[src/rtl/prd_pkg.sv]
package prd_pkg;
  typedef enum logic [1:0] {
    FLD_ADDR  = 2'd0,
    FLD_SIZE  = 2'd1,
    FLD_COUNT = 2'd2
  } fld_e;

  // size code -> byte step (code 3 behaves as word)
  function automatic logic [2:0] size_step(input logic [1:0] code);
    case (code)
      2'd0:    size_step = 3'd1;
      2'd1:    size_step = 3'd2;
      default: size_step = 3'd4;
    endcase
  endfunction
endpackage

[src/rtl/prd_desc.sv]
module prd_desc #(
  parameter int AW = 32,
  parameter int CW = 16
) (
  input  logic          clk,
  input  logic          rst,
  input  logic          wr_addr,
  input  logic          wr_size,
  input  logic          wr_cnt,
  input  logic [AW-1:0] wdata,
  input  logic          done,
  output logic [AW-1:0] addr,
  output logic [1:0]    size,
  output logic          armed
);
  import prd_pkg::*;

  logic [CW-1:0] cnt;

  always_ff @(posedge clk) begin
    if (rst) begin
      addr <= '0;
      size <= 2'd0;
      cnt  <= '0;
    end else begin
      if (wr_addr)   addr <= wdata;
      else if (done) addr <= addr + AW'(size_step(size));
      if (wr_size)   size <= wdata[1:0];
      if (wr_cnt)    cnt  <= wdata[CW-1:0];
      else if (done && cnt != '0) cnt <= cnt - CW'(1);
    end
  end

  assign armed = (cnt != '0);
endmodule

[src/rtl/prd_fifo.sv]
module prd_fifo #(
  parameter int DW    = 32,
  parameter int DEPTH = 8,
  localparam int PW   = $clog2(DEPTH),
  localparam int LW   = $clog2(DEPTH + 1)
) (
  input  logic          clk,
  input  logic          rst,
  input  logic          push,
  input  logic [DW-1:0] push_data,
  input  logic          pop,
  output logic [DW-1:0] rdata,
  output logic [LW-1:0] level,
  output logic          full,
  output logic          underflow
);
  logic [DW-1:0] mem [DEPTH];
  logic [PW-1:0] wptr, rptr;
  logic          empty, push_ok, pop_ok;

  assign empty   = (level == '0);
  assign full    = (level == LW'(DEPTH));
  assign push_ok = push && !full;
  assign pop_ok  = pop && !empty;

  always_ff @(posedge clk) begin
    if (push_ok) mem[wptr] <= push_data;
  end

  always_ff @(posedge clk) begin
    if (rst) begin
      wptr      <= '0;
      rptr      <= '0;
      level     <= '0;
      rdata     <= '0;
      underflow <= 1'b0;
    end else begin
      if (push_ok) wptr <= wptr + PW'(1);
      if (pop_ok) begin
        rptr  <= rptr + PW'(1);
        rdata <= mem[rptr];
      end else if (pop) begin
        rdata     <= '0;
        underflow <= 1'b1;
      end
      case ({push_ok, pop_ok})
        2'b10:   level <= level + LW'(1);
        2'b01:   level <= level - LW'(1);
        default: level <= level;
      endcase
    end
  end
endmodule

[src/rtl/posted_rd_engine.sv]
module posted_rd_engine #(
  parameter int ADDR_W     = 32,
  parameter int CNT_W      = 16,
  parameter int DATA_W     = 32,
  parameter int FIFO_DEPTH = 8,
  localparam int LVL_W     = $clog2(FIFO_DEPTH + 1),
  localparam int BUS_AW    = ADDR_W - 3
) (
  input  logic              clk,
  input  logic              rst,
  input  logic              cfg_we,
  input  logic              cfg_set,
  input  logic [1:0]        cfg_field,
  input  logic [ADDR_W-1:0] cfg_wdata,
  input  logic              cs_multi,
  input  logic [LVL_W-1:0]  fifo_thresh,
  input  logic              fifo_pop,
  input  logic              mem_ack,
  input  logic [DATA_W-1:0] mem_rdata,
  output logic              mem_req,
  output logic [BUS_AW-1:0] mem_addr,
  output logic [1:0]        mem_size,
  output logic [2:0]        mem_cs,
  output logic [DATA_W-1:0] fifo_rdata,
  output logic [LVL_W-1:0]  fifo_level,
  output logic              fifo_underflow,
  output logic              irq,
  output logic              dma_req,
  output logic [1:0]        stat_active,
  output logic              stat_busy,
  output logic [ADDR_W-1:0] set0_addr,
  output logic [ADDR_W-1:0] set1_addr
);
  import prd_pkg::*;

  logic [ADDR_W-1:0] addr_a  [2];
  logic [1:0]        size_a  [2];
  logic [1:0]        armed;
  logic              act, act_valid;
  logic              push, full, thr_hit;

  assign push = mem_req && mem_ack;

  for (genvar gi = 0; gi < 2; gi++) begin : g_set
    logic sel;
    assign sel = cfg_we && (cfg_set == 1'(gi));
    prd_desc #(.AW(ADDR_W), .CW(CNT_W)) u_set (
      .clk     (clk),
      .rst     (rst),
      .wr_addr (sel && cfg_field == FLD_ADDR),
      .wr_size (sel && cfg_field == FLD_SIZE),
      .wr_cnt  (sel && cfg_field == FLD_COUNT),
      .wdata   (cfg_wdata),
      .done    (push && act == 1'(gi)),
      .addr    (addr_a[gi]),
      .size    (size_a[gi]),
      .armed   (armed[gi])
    );
  end

  prd_fifo #(.DW(DATA_W), .DEPTH(FIFO_DEPTH)) u_fifo (
    .clk       (clk),
    .rst       (rst),
    .push      (push),
    .push_data (mem_rdata),
    .pop       (fifo_pop),
    .rdata     (fifo_rdata),
    .level     (fifo_level),
    .full      (full),
    .underflow (fifo_underflow)
  );

  // sequencer: select a set, issue one read, wait for its acknowledge
  always_ff @(posedge clk) begin
    if (rst) begin
      act       <= 1'b1;   // so set 0 is preferred first
      act_valid <= 1'b0;
      mem_req   <= 1'b0;
      mem_addr  <= '0;
      mem_size  <= 2'd0;
      mem_cs    <= 3'd0;
    end else if (mem_req) begin
      if (mem_ack) mem_req <= 1'b0;
    end else if (act_valid && armed[act]) begin
      if (!full) begin
        mem_req  <= 1'b1;
        mem_addr <= addr_a[act][BUS_AW-1:0];
        mem_size <= size_a[act];
        mem_cs   <= cs_multi ? addr_a[act][ADDR_W-1 -: 3] : 3'b001;
      end
    end else if (armed[~act]) begin
      act       <= ~act;
      act_valid <= 1'b1;
    end else begin
      act_valid <= armed[act];
    end
  end

  assign thr_hit = (fifo_thresh != '0) && (fifo_level >= fifo_thresh);

  always_ff @(posedge clk) begin
    if (rst) begin
      irq     <= 1'b0;
      dma_req <= 1'b0;
    end else begin
      dma_req <= thr_hit;
      irq     <= thr_hit || fifo_underflow;
    end
  end

  assign stat_active = act_valid ? (act ? 2'b10 : 2'b01) : 2'b00;
  assign stat_busy   = mem_req;
  assign set0_addr   = addr_a[0];
  assign set1_addr   = addr_a[1];
endmodule

[config.mk]
export PLATFORM = sky130hd
export DESIGN_NAME = posted_rd_engine
export DESIGN_NICKNAME = d
export VERILOG_FILES = /design/src/rtl/prd_pkg.sv /design/src/rtl/prd_desc.sv /design/src/rtl/prd_fifo.sv /design/src/rtl/posted_rd_engine.sv
export SDC_FILE = /design/constraint.sdc
export NUM_CORES = 1
export LEC_CHECK = 0
export BUFFER_PORTS_ARGS = -buffer_cell sky130_fd_sc_hd__buf_2
export CORE_UTILIZATION = 35
export CTS_CLUSTER_SIZE = 40
export DETAILED_ROUTE_END_ITERATION = 16
export GPL_TIMING_DRIVEN = 0
export PLACE_DENSITY = 0.61
export RECOVER_POWER = 50
export SLEW_MARGIN = 10
export SYNTH_ARGS = -nofsm -noshare
export SYNTH_HDL_FRONTEND = slang
export SYNTH_HIERARCHICAL = 1
export SYNTH_SLANG_ARGS = --single-unit
[constraint.sdc]
create_clock -name clk -period 13.9 [get_ports clk]
set_clock_uncertainty 0.1 [all_clocks]
set_input_delay 2.78 -clock clk [delete_from_list [all_inputs] [get_ports clk]]
set_output_delay 2.78 -clock clk [all_outputs]
set_load 0.005 [all_outputs]
==> results.cfg, run 1 <==
[setup_path]
crit_type = primary input to register
worstSetupStartpointType = primary input
timing.critical_path.required_ps = 14280
cpMostUsedCell = clkbuf_1
crit_path_max_fanout = 11
cp_cell_sequence = clkbuf_1 -> o41a_1 -> clkbuf_1 -> clkbuf_1 -> ha_1 -> or3_1 -> o32ai_1 -> mux2_2
setup.worst_path.end_class = register
crit_arrival_ps = 5790
critical_path.slowest_cell = clkbuf_1
slowest_delay_ps = 590
critPathLaunch = fifo_pop
r2r-start = g_set[1].u_set/cnt[0]

[global_routing]
grt_first_pass_wirelength_mm = 88.1
grt-ovfl-total = 0
grt_pass1_vias = 14117
track_usage = 0.204
initial_antenna_violation_count = 2
grt_start_max_net_pins = 25

[min_path]
min_from = u_fifo/rdata[17]
worst_hold_path_type = register to register

[floorplan]
floorplan.die.width_um = 239
rows = 86
dieArea_um2 = 56900
die_y_um = 239
fp.coreArea_um2 = 55200
initial_utilization = 0.355
io_pins = 218

[clock_tree]
cts-buffers-inserted = 48
max_buffers_root_to_sink = 3
cts_tree = built
postCtsHoldBufs = 0
cts.reportedPaths.clkPinSlew_ps = 60
post_cts_resized = 0
post-cts-setup-buffers = 0
tritoncts_num_sinks = 441
clock-root-buffer = clkbuf_16
max_h_tree_level = 2
insertion_delay_ps = 600

[run_status]
outcome = complete, no violations

[drt]
viasPerCell = 5.61
initialDrtViolationCount = 1330
vias = 14747
drt-pass1-iter-count = 7
route.top_layer_used = met5
dr_wl_met3_mm = 4.21
ant_nets = 0
drt-wirelength-per-cell_um = 22.3
routed_wire_length_mm = 58.8
dr_wl_met2_mm = 27.7
routedLengthMet1_mm = 25.2
drt_drc_violations_left = 0

[place]
dp.cells = 2540
place_hpwl_mm = 42.4
routabilityCongestion = 0.948
io_buffers = 216

[yosys]
ys_dominant_reg_cell = edfxtp_1
ys.warnings.count = 6
seq_area_frac_synth = 0.582
synth.largest_area_cell = edfxtp_1
ys_ff_latch = 441
proportion_of_netlist_area_held_by_the_largest_area_contributor = 0.392
synth-edff-count = 256
synth_cell_type_count = 74
synthArstFlopShare = 0
most_common_library_cells_after_synthesis = edfxtp_1, dfxtp_1, nor2_1
ys_top_cells_by_area = edfxtp_1, dfxtp_1, mux4_2
synthesis.instances = 1551
syn-cell-area_um2 = 19600
synth_most_common_cell = edfxtp_1
syn-num-nets = 1649
avgSynthCellArea_um2 = 12.6

[power]
static_leakage_power_nw = 8.18
post-layout-total-power_mw = 3.59
power.ir.vdd_worst_mv = 0.102
powerDensity_nw_per_um2 = 153

[flow_run]
drv.max_cap_violation_count = 0

[final_layout]
post-route-util = 0.425
drive_above_1_share = 0.193
final_cell_count_no_fill = 2630
design.final.nets = 1940
flow.area_growth_from_synthesis_pct = 19.6

[sta]
fmaxAchievable_mhz = 185
worst_slew_margin_rel = 0.0926
grt_setup_unrepaired = no
min_period_over_period = 0.389
finalCriticalPeriod_ps = 5410
summed_negative_setup_slack_over_all_endpoints_ps = 0
hold-worst-slack_ps = 373
final_setup_violation_count = 0
timing_hold_violations_final = 0
worst-slew-pin-transition_ps = 1360
number_of_max_slew_violations_in_the_final_report = 0
[state kept, by name, indices dropped and copies added (netlist names), named ones only]
name,flops
irq,1
mem_cs,3
mem_addr,29
u_fifo/wptr,3
act_valid,1
g_set.u_set/cnt,32
act,1
u_fifo/underflow,1
mem_req,1
mem_size,2
dma_req,1
g_set.u_set/size,4
u_fifo/rdata,32
u_fifo/level,4
u_fifo/mem,256
g_set.u_set/addr,64
u_fifo/rptr,3
[area by class of cell]
cell class | count | area (um^2)
fillers | 5207 | 31800
flip-flops and latches | 441 | 11400
multi-input cells | 975 | 7560
clock buffers | 74 | 1460
repair buffers | 241 | 1250
well taps | 748 | 936
plain buffers | 105 | 479
clock inverters | 14 | 236
inverters | 30 | 113
diodes | 2 | 5.00
[cells by family after synthesis]
family | after synthesis | share of synthesized area
xor+xnor | 23 | 0.0103
mux | 123 | 0.0963
fa+ha+maj | 21 | 0.0142
flops | 441 | 0.582
compound gates | 320 | 0.126
buf+inv | 135 | 0.0314
simple gates | 488 | 0.140
[layer usage]
layer  track usage  vias to the layer above
met5             0                        -
met4        0.0713                        2
met3        0.0320                      100
met2         0.334                      572
met1         0.275                     7361
li1              -                     6712
[worst max-delay path, delay by kind of cell]
family / cells / cell delay (ps)
buffers and inverters: 3 / 1420
adders and majority gates: 1 / 430
and+or+nand+nor: 1 / 400
AOI/OAI and AO/OA: 2 / 380
muxes: 1 / 370
[through the flow]
stage / setup slack, ps / area, um^2
2_1_floorplan: 7130 / 19600
3_3_place_gp: 3310 / 21600
3_5_place_dp: 8220 / 21900
4_1_cts: 8840 / 23600
5_1_grt: 8320 / 23400
6_report: 8490 / 23400
[cells in the final DEF (no fill, tap or decap), types with 18 or more instances in the layout]
master     count
clkbuf_16     49
a311oi_1      36
and4_1        20
clkbuf_1     145
nor2_1       141
nand3_1       29
o21ai_0       32
or4_1         28
a21oi_1       52
buf_4         20
dfxtp_1      185
nor4_1        32
inv_1         30
nor2b_1       36
a221o_1       21
xor2_1        18
mux2i_1       68
mux4_2        52
or3_1         26
o31ai_1       18
buf_2        170
nand2b_1      24
nand2_1       48
ha_1          19
edfxtp_1     256
nand4_1       28
a211oi_1      43
[path summary, 6_finish.rpt]
path | end | slack [ps] | depth (start not counted)
min reg2reg | u_fifo/rdata[17] | 370 | 2
max | u_fifo/level[3] | 8490 | 8
min | u_fifo/rdata[17] | 370 | 2
max reg2reg | mem_addr[26] | 9790 | 9
[power breakdown]
group	switching, mW	leakage [nW]	internal (mW)
registers	0.0810	3.81	1.48
logic	0.402	3.54	0.299
clock network	0.530	0.828	0.803
Note: power is estimated with default switching activity, not from simulation.
==> run 2: changes to the inputs <==
clock period = 5.4 ns   (was 13.9 ns; I/O delays follow)
==> run 2 against run 1 <==
Worst hold slack is essentially flat. Via count is 0.89% higher. Register-to-register slack got worse by 8200 ps. Die area did not move. Global-route usage unchanged. Design area about the same. Critical path depth is the same. Utilization hardly changed. Cell count hardly changed. Clock power rose to 2.6 times the previous value. Flip-flop and latch count unchanged. Sequential share of layout area is essentially flat. Critical endpoint is now g_set[1].u_set/addr[11].
==> results.cfg, run 2 (synthesis results as in run 1) <==
[floorplan]
floorplan.die.width_um = 239
die_y_um = 239
fp.coreArea_um2 = 55200
initial_utilization = 0.355
rows = 86
dieArea_um2 = 56900
io_pins = 218

[place]
io_buffers = 216
placement.cell_area_um2 = 21900
routabilityCongestion = 0.948
place_hpwl_mm = 42.4

[clock_tree]
cts.reportedPaths.clkPinSlew_ps = 60
tritoncts_num_sinks = 441
cts-buffers-inserted = 48
clock-root-buffer = clkbuf_16
max_h_tree_level = 2
post-cts-setup-buffers = 0
insertion_delay_ps = 600
postCtsHoldBufs = 0
post_cts_resized = 0
cts_tree = built
max_buffers_root_to_sink = 3

[setup_path]
crit_arrival_ps = 4210
r2r_cells = 8
worstSetupStartpointType = register
crit_path_max_fanout = 10
worst_r2r_endpoint = g_set[1].u_set/addr[11]
critPathLaunch = act
timing.reg2reg.setup_slack_ps = 1600
r2r-start = act
crit_type = register to register
setup.worst_path.end_class = register
timing.critical_path.required_ps = 5800

[global_routing]
track_usage = 0.204
grt_pass1_vias = 14117
initial_antenna_violation_count = 2
grt-ovfl-total = 0
grt_start_max_net_pins = 25
grt_first_pass_wirelength_mm = 88.1

[sta]
grt_setup_unrepaired = no
final_setup_violation_count = 0
timing_hold_violations_final = 0
worst-slew-pin-transition_ps = 1390
number_of_max_slew_violations_in_the_final_report = 0
min_period_over_period = 0.705
finalCriticalPeriod_ps = 3800
fmaxAchievable_mhz = 263
worst_slew_margin_rel = 0.0697

[final_layout]
post-route-util = 0.425
design.final.nets = 1940
layout.cells.most_common = edfxtp_1
top_register = u_fifo/mem
finish.instance_area_um2 = 23500
drive_above_1_share = 0.189
biggestRegsByFlops = u_fifo/mem (256), g_set.u_set/addr (64)
final_cell_mix = edfxtp_1, dfxtp_1, buf_2, clkbuf_1, nor2_1
flow.area_growth_from_synthesis_pct = 19.7
max_reg_flops = 256

[run_status]
outcome = complete, no violations

[power]
powerDensity_nw_per_um2 = 395
static_leakage_power_nw = 8.13
power.ir.vdd_worst_mv = 0.265

[drt]
drt_drc_violations_left = 0
viasPerCell = 5.66
ant_nets = 0
vias = 14878
drt-wirelength-per-cell_um = 22.4
initialDrtViolationCount = 1230
routed_wire_length_mm = 58.8
drt-pass1-iter-count = 6

[flow_run]
drv.max_cap_violation_count = 0

[min_path]
min_from = u_fifo/rdata[17]
min_path_cells = 2
min_delay_worst_endpoint = u_fifo/rdata[17]
worst_hold_path_type = register to register
run 2: metrics by stage:
step / total power, mW / setup slack (ps) / hold WS (ps) / setup TNS [ps] / instances
floorplan: 5.23 / 327 / 349 / 0 / 1551
global placement: 5.90 / -3490 / 355 / -308380 / 2515
detailed placement: 5.94 / 1420 / 359 / 0 / 2540
CTS: 9.39 / 1650 / 375 / 0 / 2628
global route: 9.67 / 1520 / 387 / 0 / 2629
finish: 9.27 / 1600 / 373 / 0 / 2629
run 2: worst max-delay path, cell delays in order, from the launching register on:
cell	delay, ps
dfxtp_1	410
buf_2	310
buf_2	390
and3_1	450
buf_1	660
nand4_1	430
clkbuf_1	350
or3_1	370
a311oi_1	250
run 2: how the worst max path moves through the flow:
stage | to | cells after the start
after floorplan | u_fifo/mem[0][0] | 3
after global routing | g_set[1].u_set/addr[11] | 8
after detailed placement | g_set[0].u_set/addr[13] | 8
final | g_set[1].u_set/addr[11] | 8
after CTS | g_set[1].u_set/addr[11] | 8
after global placement | u_fifo/mem[0][0] | 4
run 2: metal layers:
| metal | global-route usage | vias up | wire [um] |
|---|---|---|---|
| met5 | 0 | - | 13 |
| met3 | 0.0320 | 91 | 4400 |
| met1 | 0.275 | 7439 | 25000 |
| met2 | 0.334 | 633 | 27800 |
| li1 | - | 6713 | - |
| met4 | 0.0713 | 2 | 1610 |
run 2: area by class of cell:
cell class	count	area, um^2
clock inverter	14	236
timing repair buffer	241	1230
buffer	105	482
tap	748	936
inverter	30	113
fill	5201	31700
multi-input combinational	975	7600
clock buffer	74	1460
antenna	1	2.50
sequential	441	11400
run 2: where the power goes:
part / switching (mW) / leakage (nW) / internal [mW] / total [mW]
clock network: 1.36 / 0.828 / 2.07 / 3.43
logic: 1.04 / 3.49 / 0.779 / 1.82
registers: 0.207 / 3.81 / 3.81 / 4.02
total: 2.61 / 8.13 / 6.66 / 9.27
==> run 3: changes to the inputs <==
PLACE_DENSITY = 0.63   (was 0.61)
clock period = 3.15 ns   (was 5.4 ns; I/O delays follow)
==> run 3 against run 2 <==
Design area is essentially flat. Sequential power grew 71%. Cell count about the same. Clock-buffer cell count fell by 11. Flip-flop and latch count is the same. Combinational power up 76%. Global-route usage rose by 0.36 points. Critical path type unchanged. Largest cell class unchanged.
==> results.cfg, run 3 (synthesis results as in run 1) <==
[run_status]
outcome = complete, no violations

[final_layout]
design.final.nets = 1937
drive_above_1_share = 0.184
max_reg_flops = 256
post-route-util = 0.425
top_register = u_fifo/mem
flow.area_growth_from_synthesis_pct = 19.8
layout.cells.most_common = edfxtp_1
final_cell_mix = edfxtp_1, dfxtp_1, clkbuf_1, nor2_1, buf_2
n_fill_cell = 5132
biggestRegsByFlops = u_fifo/mem (256), g_set.u_set/addr (64)

[setup_path]
timing.critical_path.required_ps = 3570
cpMostUsedCell = clkbuf_1
worstSetupStartpointType = register
path_delay_family = simple AND/OR/NAND/NOR gates
setup.worst_path.end_class = register
crit_path_max_fanout = 10
crit_arrival_ps = 3440
crit_type = register to register
slowest_delay_ps = 400
cp.depth = 8
r2r_cells = 8
cp_cell_sequence = clkbuf_1 -> and2_1 -> and2_2 -> buf_2 -> nand4_1 -> clkbuf_1 -> or3_1 -> a311oi_1
path_buf_inv = 3
critical_path.slowest_cell = dfxtp_1

[global_routing]
track_usage = 0.208
initial_antenna_violation_count = 2
grt_first_pass_wirelength_mm = 89.1
grt_pass1_vias = 14187
grt-ovfl-total = 0
grt_start_max_net_pins = 20

[floorplan]
initial_utilization = 0.355
fp.coreArea_um2 = 55200
dieArea_um2 = 56900
die_y_um = 239
floorplan.die.width_um = 239
rows = 86
io_pins = 218

[power]
power_frac_comb = 0.203
power.ir.vdd_worst_mv = 0.458
intPower_mw = 11.2
power_switching_share = 0.292
reported_net_switching_power_mw = 4.63
static_leakage_power_nw = 8.02
powerDensity_nw_per_um2 = 676
share_clk_of_total_power = 0.364
post-layout-total-power_mw = 15.9
power.share.sequential = 0.434

[sta]
fmaxAchievable_mhz = 331
finalCriticalPeriod_ps = 3020
min_period_over_period = 0.960
grt_setup_unrepaired = no
worst_slew_margin_rel = 0.308
number_of_max_slew_violations_in_the_final_report = 0
worst-slew-pin-transition_ps = 1040
final_setup_violation_count = 0
timing_hold_violations_final = 0

[clock_tree]
cts-buffers-inserted = 50
max_h_tree_level = 2
clock-root-buffer = clkbuf_16
postCtsHoldBufs = 0
cts.reportedPaths.clkPinSlew_ps = 60
insertion_delay_ps = 610
max_buffers_root_to_sink = 3
cts_tree = built
tritoncts_num_sinks = 441
post-cts-setup-buffers = 0

[min_path]
min_path_cells = 2
worst_hold_path_type = primary input to register

[drt]
ant_nets = 0
drt-pass1-iter-count = 5
routed_wire_length_mm = 59.7
drt-wirelength-per-cell_um = 22.7
viasPerCell = 5.63
initialDrtViolationCount = 1228
vias = 14797
drt_drc_violations_left = 0

[place]
io_buffers = 216
routabilityCongestion = 0.923
place_hpwl_mm = 43.0

[flow_run]
drv.max_cap_violation_count = 0
## run 3: cell count changes in the layout (fill, tap and decap cells not counted), sizes merged
cell      before  now
clkbuf       219  228
buf          201  176
clkinv         8   17
inv           31   34
clkinvlp       1    5
bufinv         4    3
## run 3: cell type report
| type | instances | area (um^2) | share of cell area |
|---|---|---|---|
| diodes | 1 | 2.50 | 0.000107 |
| plain buffers | 104 | 503 | 0.0214 |
| clock buffers | 63 | 1360 | 0.0580 |
| clock inverters | 29 | 282 | 0.0120 |
| inverters | 30 | 113 | 0.00480 |
| multi-input cells | 975 | 7650 | 0.326 |
| flip-flops and latches | 441 | 11400 | 0.485 |
| well taps | 748 | 936 | 0.0399 |
| repair buffers | 237 | 1230 | 0.0525 |
## run 3: routing by layer
layer,up-vias,GRT usage,share of wire
li1,6727,-,-
met1,7330,0.273,0.42
met2,621,0.346,0.47
met3,117,0.0339,0.071
met4,2,0.0734,0.032
met5,-,0,0.00015
## run 3: timing repair
| item | CTS | global route |
|---|---|---|
| cloned | 0 | 0 |
| setup endpoints to repair | 53 | 18 |
| resized for setup | 6 | 6 |
| endpoints found under the hold margin | 0 | 0 |
## run 3: path summary, 6_finish.rpt
kind	startpoint	end	slack [ps]
max	mem_req	g_set[0].u_set/addr[11]	130
min	cs_multi	mem_cs[0]	190
max reg2reg	mem_req	g_set[0].u_set/addr[11]	130
min reg2reg	u_fifo/rdata[22]	u_fifo/rdata[22]	370
## run 3: power by group through the flow
stage | Combinational, mW | Sequential (mW) | Clock (mW)
after global routing | 3.49 | 6.93 | 6.09
after detailed placement | 3.25 | 6.99 | 0
after CTS | 3.27 | 6.87 | 5.87
after global placement | 3.17 | 6.98 | 0
after floorplan | 2.04 | 6.93 | 0
final | 3.21 | 6.88 | 5.77
## run 3: per-stage QoR
stage | cells | hold slack (ps) | setup TNS [ps] | cell area, um^2 | setup WS [ps]
final | 2628 | 193 | 0 | 23500 | 125
after global routing | 2628 | 208 | 0 | 23500 | 2.81
after CTS | 2628 | 144 | 0 | 23600 | 20.6
after detailed placement | 2536 | 359 | -14770 | 22000 | -632
after global placement | 2515 | 351 | -620310 | 21600 | -3650
after floorplan | 1551 | 349 | -64410 | 19600 | -632
